`config.mk`:
```
export PLATFORM = sky130hd
export DESIGN_NAME = booth_wallace_mul
export DESIGN_NICKNAME = d
export VERILOG_FILES = /design/src/rtl/mul_pkg.sv /design/src/rtl/booth_pp_gen.sv /design/src/rtl/csa_level.sv /design/src/rtl/pipe_reg.sv /design/src/rtl/booth_wallace_mul.sv
export SDC_FILE = /design/constraint.sdc
export NUM_CORES = 1
export LEC_CHECK = 0
export BUFFER_PORTS_ARGS = -buffer_cell sky130_fd_sc_hd__buf_4
export CORE_MARGIN = 2
export CORE_UTILIZATION = 40
export DETAILED_ROUTE_END_ITERATION = 7
export PLACE_DENSITY = 0.6
export SYNTH_ARGS = -nofsm -noshare
export SYNTH_HDL_FRONTEND = slang
export SYNTH_SLANG_ARGS = --single-unit
export TNS_END_PERCENT = 10
```
`constraint.sdc`:
```
create_clock -name clk -period 2.8 [get_ports clk]
set_input_delay 0.56 -clock clk [delete_from_list [all_inputs] [get_ports clk]]
set_output_delay 0.56 -clock clk [all_outputs]
set_load 0.005 [all_outputs]
```
`src/rtl/mul_pkg.sv`:
```
package mul_pkg;

   // Rows left after one 3:2 compression level acting on r rows
   function automatic int rows_next(input int r);
      return 2 * (r / 3) + (r % 3);
   endfunction

   // Rows present at the input of level l (l = 0 is the partial-product set)
   function automatic int rows_at(input int r0, input int l);
      int r;
      r = r0;
      for (int i = 0; i < l; i++) r = rows_next(r);
      return r;
   endfunction

   // Number of levels needed until two rows remain
   function automatic int num_levels(input int r0);
      int r;
      int n;
      r = r0;
      n = 0;
      while (r > 2) begin
         r = rows_next(r);
         n++;
      end
      return n;
   endfunction

   // Count of register stages selected by mask among the first lvl levels
   function automatic int stage_count(input logic [15:0] mask, input int lvl);
      int n;
      n = 0;
      for (int i = 0; i < lvl; i++) if (mask[i]) n++;
      return n;
   endfunction

endpackage

```
`src/rtl/booth_pp_gen.sv`:
```
module booth_pp_gen #(
   parameter int NE = 8,
   localparam int PW = 2 * NE,
   localparam int ND = NE / 2
) (
   input  logic [NE-1:0]          a_x,
   input  logic [NE-1:0]          b_x,
   output logic [ND:0][PW-1:0]    rows
);

   logic [PW-1:0] mag1;
   logic [NE:0]   bpad;
   logic [ND-1:0] neg_v;

   assign mag1 = PW'($signed(a_x));
   assign bpad = {b_x, 1'b0};

   for (genvar i = 0; i < ND; i++) begin : g_digit
      logic [2:0]    trip;
      logic [PW-1:0] mag;
      logic          neg;
      assign trip = bpad[2*i+2 -: 3];
      always_comb begin
         mag = '0;
         neg = 1'b0;
         unique case (trip)
            3'b001, 3'b010: mag = mag1;
            3'b011:         mag = mag1 << 1;
            3'b100: begin mag = mag1 << 1; neg = 1'b1; end
            3'b101, 3'b110: begin mag = mag1; neg = 1'b1; end
            default:        mag = '0;
         endcase
      end
      assign rows[i]  = (neg ? ~mag : mag) << (2 * i);
      assign neg_v[i] = neg;
   end

   // Row of +1 corrections completing the two's complement of negative digits
   always_comb begin
      rows[ND] = '0;
      for (int i = 0; i < ND; i++) rows[ND][2*i] = neg_v[i];
   end

endmodule

```
`src/rtl/csa_level.sv`:
```
module csa_level #(
   parameter int RIN = 3,
   parameter int PW  = 16,
   localparam int NG   = RIN / 3,
   localparam int ROUT = 2 * NG + (RIN % 3)
) (
   input  logic [RIN-1:0][PW-1:0]  din,
   output logic [ROUT-1:0][PW-1:0] dout
);

   for (genvar g = 0; g < NG; g++) begin : g_fa
      logic [PW-1:0] x, y, z;
      assign x = din[3*g];
      assign y = din[3*g+1];
      assign z = din[3*g+2];
      assign dout[2*g]   = x ^ y ^ z;
      assign dout[2*g+1] = ((x & y) | (x & z) | (y & z)) << 1;
   end

   for (genvar k = 0; k < RIN % 3; k++) begin : g_pass
      assign dout[2*NG+k] = din[3*NG+k];
   end

endmodule

```
`src/rtl/pipe_reg.sv`:
```
module pipe_reg #(
   parameter int W  = 8,
   parameter bit EN = 1'b1
) (
   input  logic         clk,
   input  logic         rst_n,
   input  logic         vd,
   input  logic [W-1:0] dd,
   output logic         vq,
   output logic [W-1:0] dq
);

   if (EN) begin : g_reg
      always_ff @(posedge clk) begin
         if (!rst_n) vq <= 1'b0;
         else        vq <= vd;
      end
      always_ff @(posedge clk) dq <= dd;
   end else begin : g_wire
      assign vq = vd;
      assign dq = dd;
   end

endmodule

```
`src/rtl/booth_wallace_mul.sv`:
```
module booth_wallace_mul
   import mul_pkg::*;
#(
   parameter int          N         = 8,
   parameter logic [15:0] PIPE_MASK = 16'h0005
) (
   input  logic           clk,
   input  logic           rst_n,
   input  logic           in_valid,
   input  logic [N-1:0]   a,
   input  logic [N-1:0]   b,
   output logic           out_valid,
   output logic [2*N-1:0] product
);

   localparam int NE  = N + (N % 2);
   localparam int PW  = 2 * NE;
   localparam int ND  = NE / 2;
   localparam int R0  = ND + 1;
   localparam int LVL = num_levels(R0);
   localparam int LAT = stage_count(PIPE_MASK, LVL);

   if (N < 4) begin : g_bad_width
      $error("booth_wallace_mul: N must be at least 4");
   end
   if (LVL > 16) begin : g_bad_depth
      $error("booth_wallace_mul: tree deeper than PIPE_MASK can describe");
   end
   if (LVL < 16) begin : g_mask_chk
      if ((PIPE_MASK >> LVL) != 16'h0) begin : g_bad_mask
         $error("booth_wallace_mul: PIPE_MASK selects a level that does not exist");
      end
   end

   logic [NE-1:0]        a_x, b_x;
   logic [R0-1:0][PW-1:0] pp;

   assign a_x = NE'($signed(a));
   assign b_x = NE'($signed(b));

   booth_pp_gen #(.NE(NE)) u_pp (
      .a_x  (a_x),
      .b_x  (b_x),
      .rows (pp)
   );

   for (genvar l = 0; l < LVL; l++) begin : g_lvl
      localparam int RI = rows_at(R0, l);
      localparam int RO = rows_at(R0, l + 1);
      logic [RI-1:0][PW-1:0] lin;
      logic                  vin;
      logic [RO-1:0][PW-1:0] cs;
      logic [RO-1:0][PW-1:0] q;
      logic                  vq;

      if (l == 0) begin : g_first
         assign lin = pp;
         assign vin = in_valid;
      end else begin : g_next
         assign lin = g_lvl[l-1].q;
         assign vin = g_lvl[l-1].vq;
      end

      csa_level #(.RIN(RI), .PW(PW)) u_csa (
         .din  (lin),
         .dout (cs)
      );

      pipe_reg #(.W(RO * PW), .EN(PIPE_MASK[l])) u_reg (
         .clk   (clk),
         .rst_n (rst_n),
         .vd    (vin),
         .dd    (cs),
         .vq    (vq),
         .dq    (q)
      );
   end

   logic [PW-1:0] sum;
   assign sum       = g_lvl[LVL-1].q[0] + g_lvl[LVL-1].q[1];
   assign product   = sum[2*N-1:0];
   assign out_valid = g_lvl[LVL-1].vq;

endmodule

```
# Yosys cells after proc, flatten, opt, wreduce, memory -nomap -nowiden

Index checks and enable logic that the tools add are counted.

Flip-flop bits (word level): 78
Logic and storage cells: 74
Bits of input ports: 19
Output and inout bits: 17

Eq/ne operators: 21
Multiplexer cells: 12
Bitwise gates (word level): 25
Add/sub/neg operators: 1
Reductions and logical operators: 11

Operator list:

| kind                                                 | count |
|---|---|
| bitwise AND 15 bit                                   | 7 |
| OR 15 bit                                            | 6 |
| XOR 16 bit                                           | 5 |
| case mux 16 bit (2 select lines)                     | 1 |
| bitwise AND 15 x 7 -> 15 bit                         | 2 |
| case mux 14 bit (2 select lines)                     | 1 |
| equality test 3 bit (second input constant)          | 9 |
| case mux 12 bit (2 select lines)                     | 1 |
| case mux 10 bit (2 select lines)                     | 1 |
| equality test 3 x 2 -> 1 bit (second input constant) | 6 |
| adder 16 bit                                         | 1 |
| two-way mux 16 bit                                   | 1 |
| inverter 16 bit                                      | 1 |
| XOR 16 x 7 -> 16 bit                                 | 1 |
| two-way mux 14 bit                                   | 1 |
| inverter 14 bit                                      | 1 |
| two-way mux 12 bit                                   | 1 |
| inverter 12 bit                                      | 1 |
| OR reduction 4 bit                                   | 3 |
| two-way mux 10 bit                                   | 1 |
| inverter 10 bit                                      | 1 |
| OR reduction 2 bit                                   | 5 |
| equality test 3 x 1 -> 1 bit (second input constant) | 3 |
| OR reduction 3 bit                                   | 3 |
| other kinds (3)                                      | 7 |

# Depth between registers and ports, before layout

Word-level depth: 8
Gate-level depth with buffers: 7
Gate-level depth less buffers: 7

# Hierarchy

A second synthesis with hierarchy kept.

Cell total of the unflattened synthesis: 535
Area, all modules: 5830.6 um^2

Modules (own cells, without submodules):

| module                      | cells each | sequential area each (um^2) | times used | area each (um^2) |
|---|---|---|---|---|
| booth_pp_gen                | 180        | 0.0                         | 1          | 1316.3 |
| pipe_reg at g_lvl[0].u_reg  | 66         | 1301.2                      | 1          | 1307.5 |
| booth_wallace_mul           | 104        | 0.0                         | 1          | 805.8 |
| pipe_reg at g_lvl[2].u_reg  | 34         | 660.6                       | 1          | 666.9 |
| csa_level at g_lvl[0].u_csa | 50         | 0.0                         | 1          | 575.6 |
| csa_level at g_lvl[1].u_csa | 34         | 0.0                         | 1          | 455.4 |
| pipe_reg at g_lvl[1].u_reg  | 49         | 0.0                         | 1          | 367.9 |
| csa_level at g_lvl[2].u_csa | 18         | 0.0                         | 1          | 335.3 |

# Worst setup path before layout

Ideal clock, no wire load.

Path kind: input to register
Start: in b[1]
End: reg g_lvl[0].u_reg.dq[10]
Buffers on the path: 1
Library setup time: 0.131 ns
Data required time: 2.669 ns
Stages on the path: 7
Arrival: 2.706 ns
Setup slack: -0.037 ns
Cells stage by stage: buf_2 clkinv_1 ha_1 o31ai_1 inv_2 xnor2_1 fa_1

RTL lines:

| element              | RTL line                | RTL |
|---|---|---|
| start, declared      | booth_wallace_mul.sv:11 | `input logic [N-1:0] b,` |
| end signal, assigned | pipe_reg.sv:18          | `always_ff @(posedge clk) dq <= dd;` |
| end, declared        | pipe_reg.sv:10          | `output logic [W-1:0] dq` |

# Worst setup path after layout

Start: reg g_lvl[2].u_reg.dq[3]
End: out product[12]

Cells in the longest elaborated chain, start to end: 1

RTL lines:

| element                | RTL line                | RTL |
|---|---|---|
| start, declared        | pipe_reg.sv:10          |  |
| start signal, assigned | pipe_reg.sv:18          |  |
| adder 16 bit           | booth_wallace_mul.sv:80 | `assign sum = g_lvl[LVL-1].q[0] + g_lvl[LVL-1].q[1];` |
| end, declared          | booth_wallace_mul.sv:13 | `output logic [2*N-1:0] product` |

Every way passes these cells.

==> flow_metrics.tcl <==
set metrics [dict create \
    synth-seq-area-share 0.387 \
    hp-class "reg -> reg" \
    yosysWarningCount 0 \
    fin_util 0.483 \
    ys_types 42 \
    stdcell_area_sq_um 4170 \
    outcome "finished clean" \
    synthArstFlopShare 0 \
    maxCapViolCount 0 \
    antenna_cells 0 \
    hpwl_um 4820 \
    finalSetupViolCount 0 \
    cts_buffers 9 \
    clk_latency_ps 320 \
    grt.total_usage 0.138 \
    cp_slowest_stage_delay_ps 330 \
    grt_max_degree 17 \
    clockBufferDepth 2 \
    wirelength_um 6070 \
    critical_path.top_delay_family "compound AO/OA/AOI/OAI gates" \
    tritoncts "done" \
    min_period_ps 2720 \
    finClkSkew_ps 5.13 \
    worst_pin_slew_ps 531 \
    fmax_ghz 0.368 \
    start_util 0.407 \
    antenna_found_initial 0 \
    wl_per_cell_um 13.0 \
    core_sq_um 8640 \
    post-synth-top-area-fraction 0.387 \
    synth_edf_count 0 \
    h-tree-depth 3 \
    synth_seq_cells 68 \
    ant_nets 0 \
    crit_fanout 3 \
    first_global_vias 2282 \
    design.die.area_sq_um 9560 \
    clk_pin_slew_worst_paths_ps 70 \
    rsz0062_at_grt "yes" \
    ir_drop_v 0.000334 \
    cp_num_cells 7 \
    leakage_uw 0.00182 \
    setup_slack_ps 81.3 \
    worstRegToRegCells 4 \
    drt_iter0_markers 68 \
    synth_nets 399 \
    synth_area_leaders "dfxtp_1 39%, ha_1 13%, fa_1 11%" \
    whs_path_depth 0 \
    clock-sinks 68 \
    root_buffer "clkbuf_8" \
    drive_gt1_frac 0.217 \
    path_class "reg -> out" \
    slew_headroom 0.645 \
    grt-ovfl-total 0 \
    mostFrequentLayoutCells "66 x dfxtp_1, 40 x buf_4, 34 x ha_1, 26 x xnor2_1, 21 x xor2_1" \
    detailroute.via_count 2269 \
    ys.flop_type "dfxtp_1" \
    grt_pass1_wl_um 10600 \
    cpMaxStageDelayCell "ha_1" \
    port_buffers 35 \
    dieHeight_um 97.8 \
    drc 0 \
    ioPinCount 36 \
    critPathCaptureType "primary output" \
    avgSynthCellArea_sq_um 10.9 \
    viasPerCell 4.85 \
    cp-start-kind "register" \
    placed_cell_area_sq_um 3850 \
    synth_area_sq_um 3520 \
    syn-instance-count 323 \
    crit_chain "ha_1, a31o_2, a21oi_2, o221ai_1, a21oi_1, xnor2_1, buf_4" \
    layout_commonest_cell "dfxtp_1" \
    slew_viol_final 0 \
    crit_required_ps 2240 \
    die_width_um 97.8 \
    arrival_ps 2160 \
    hold_violations 0 \
    pwr_density_cell_nw_per_um2 1000 \
    syn_to_final_growth_pct 18.6 \
    fp-row-count 34 \
    fin_nets 431 \
    post-place-ws_ps 122 \
    fin_crit_sh 0.971 \
    first_pass_iters 4 \
    crit_buf_inv 1 \
    gp_congestion 0.852 \
    yosysTopAreaCell "dfxtp_1" \
]
-- area by class of cell --
class	count	area (sq um)
Timing Repair Buffer	40	300
Tap cell	108	135
Multi-Input combinational cell	217	2080
Clock inverter	6	88.8
Sequential cell	68	1360
Clock buffer	10	128
Inverter	19	71.3
Fill cell	794	4470
-- registers in the layout, summed over array words and instances (netlist names) --
signal          flops
g_lvl.u_reg.dq     66
g_lvl.u_reg.vq      2
-- logic make-up after synthesis --
kind of cell / synth area share
compound gates: 0.146
xor+xnor: 0.120
fa+ha+maj: 0.246
buf+inv: 0.0441
flops: 0.387
mux: 0.00641
simple gates: 0.0509
-- stage by stage --
stage	TNS [ps]	power (uW)	std cells	hold WS, ps
2_1_floorplan	0	2640	323	310
3_3_place_gp	0	3260	449	314
3_5_place_dp	0	3290	449	312
4_1_cts	-25.7	4180	465	330
5_1_grt	-102	4550	468	338
6_report	0	4170	468	328
-- worst paths after layout --
| kind | start | end | slack (ps) |
|---|---|---|---|
| max | g_lvl[2].u_reg.dq[3] | product[12] | 80 |
| max reg2reg | g_lvl[0].u_reg.dq[6] | g_lvl[2].u_reg.dq[6] | 1290 |
| min | g_lvl[0].u_reg.dq[1] | g_lvl[2].u_reg.dq[1] | 330 |
| min reg2reg | g_lvl[0].u_reg.dq[1] | g_lvl[2].u_reg.dq[1] | 330 |
-- per-layer routing --
layer	routed length (um)	track usage
met5	0	0
met4	89	0.0513
met3	263	0.0322
met2	2880	0.232
met1	2830	0.172
-- synth_stat cells (2+ instances only) --
| master | n |
|---|---|
| dfxtp_1 | 68 |
| ha_1 | 37 |
| xnor2_1 | 27 |
| xor2_1 | 21 |
| a22oi_1 | 20 |
| fa_1 | 20 |
| clkbuf_1 | 16 |
| inv_1 | 16 |
| nand2_1 | 16 |
| a21oi_1 | 13 |
| o21ai_0 | 13 |
| o31ai_1 | 8 |
| nor2_1 | 7 |
| nand3_1 | 4 |
| and2_1 | 3 |
| a21o_1 | 2 |
| a21oi_2 | 2 |
| inv_2 | 2 |
| mux2_2 | 2 |
| nor3_1 | 2 |
| o21ai_1 | 2 |
| o221ai_1 | 2 |
-- report_power, final --
group / leakage, uW / switching (uW) / internal, uW
combinational: 0.00115 / 950 / 986
clock: 0.000102 / 336 / 501
sequential: 0.000570 / 132 / 1270
-- timing repair --
item                       in CTS  in global routing
hold buffers                    0                  0
resized for setup               3                 10
setup endpoints to repair       3                  4
pin swaps                       0                  7
buffers inserted                0                  3
Power figures use the tool's default switching activity.
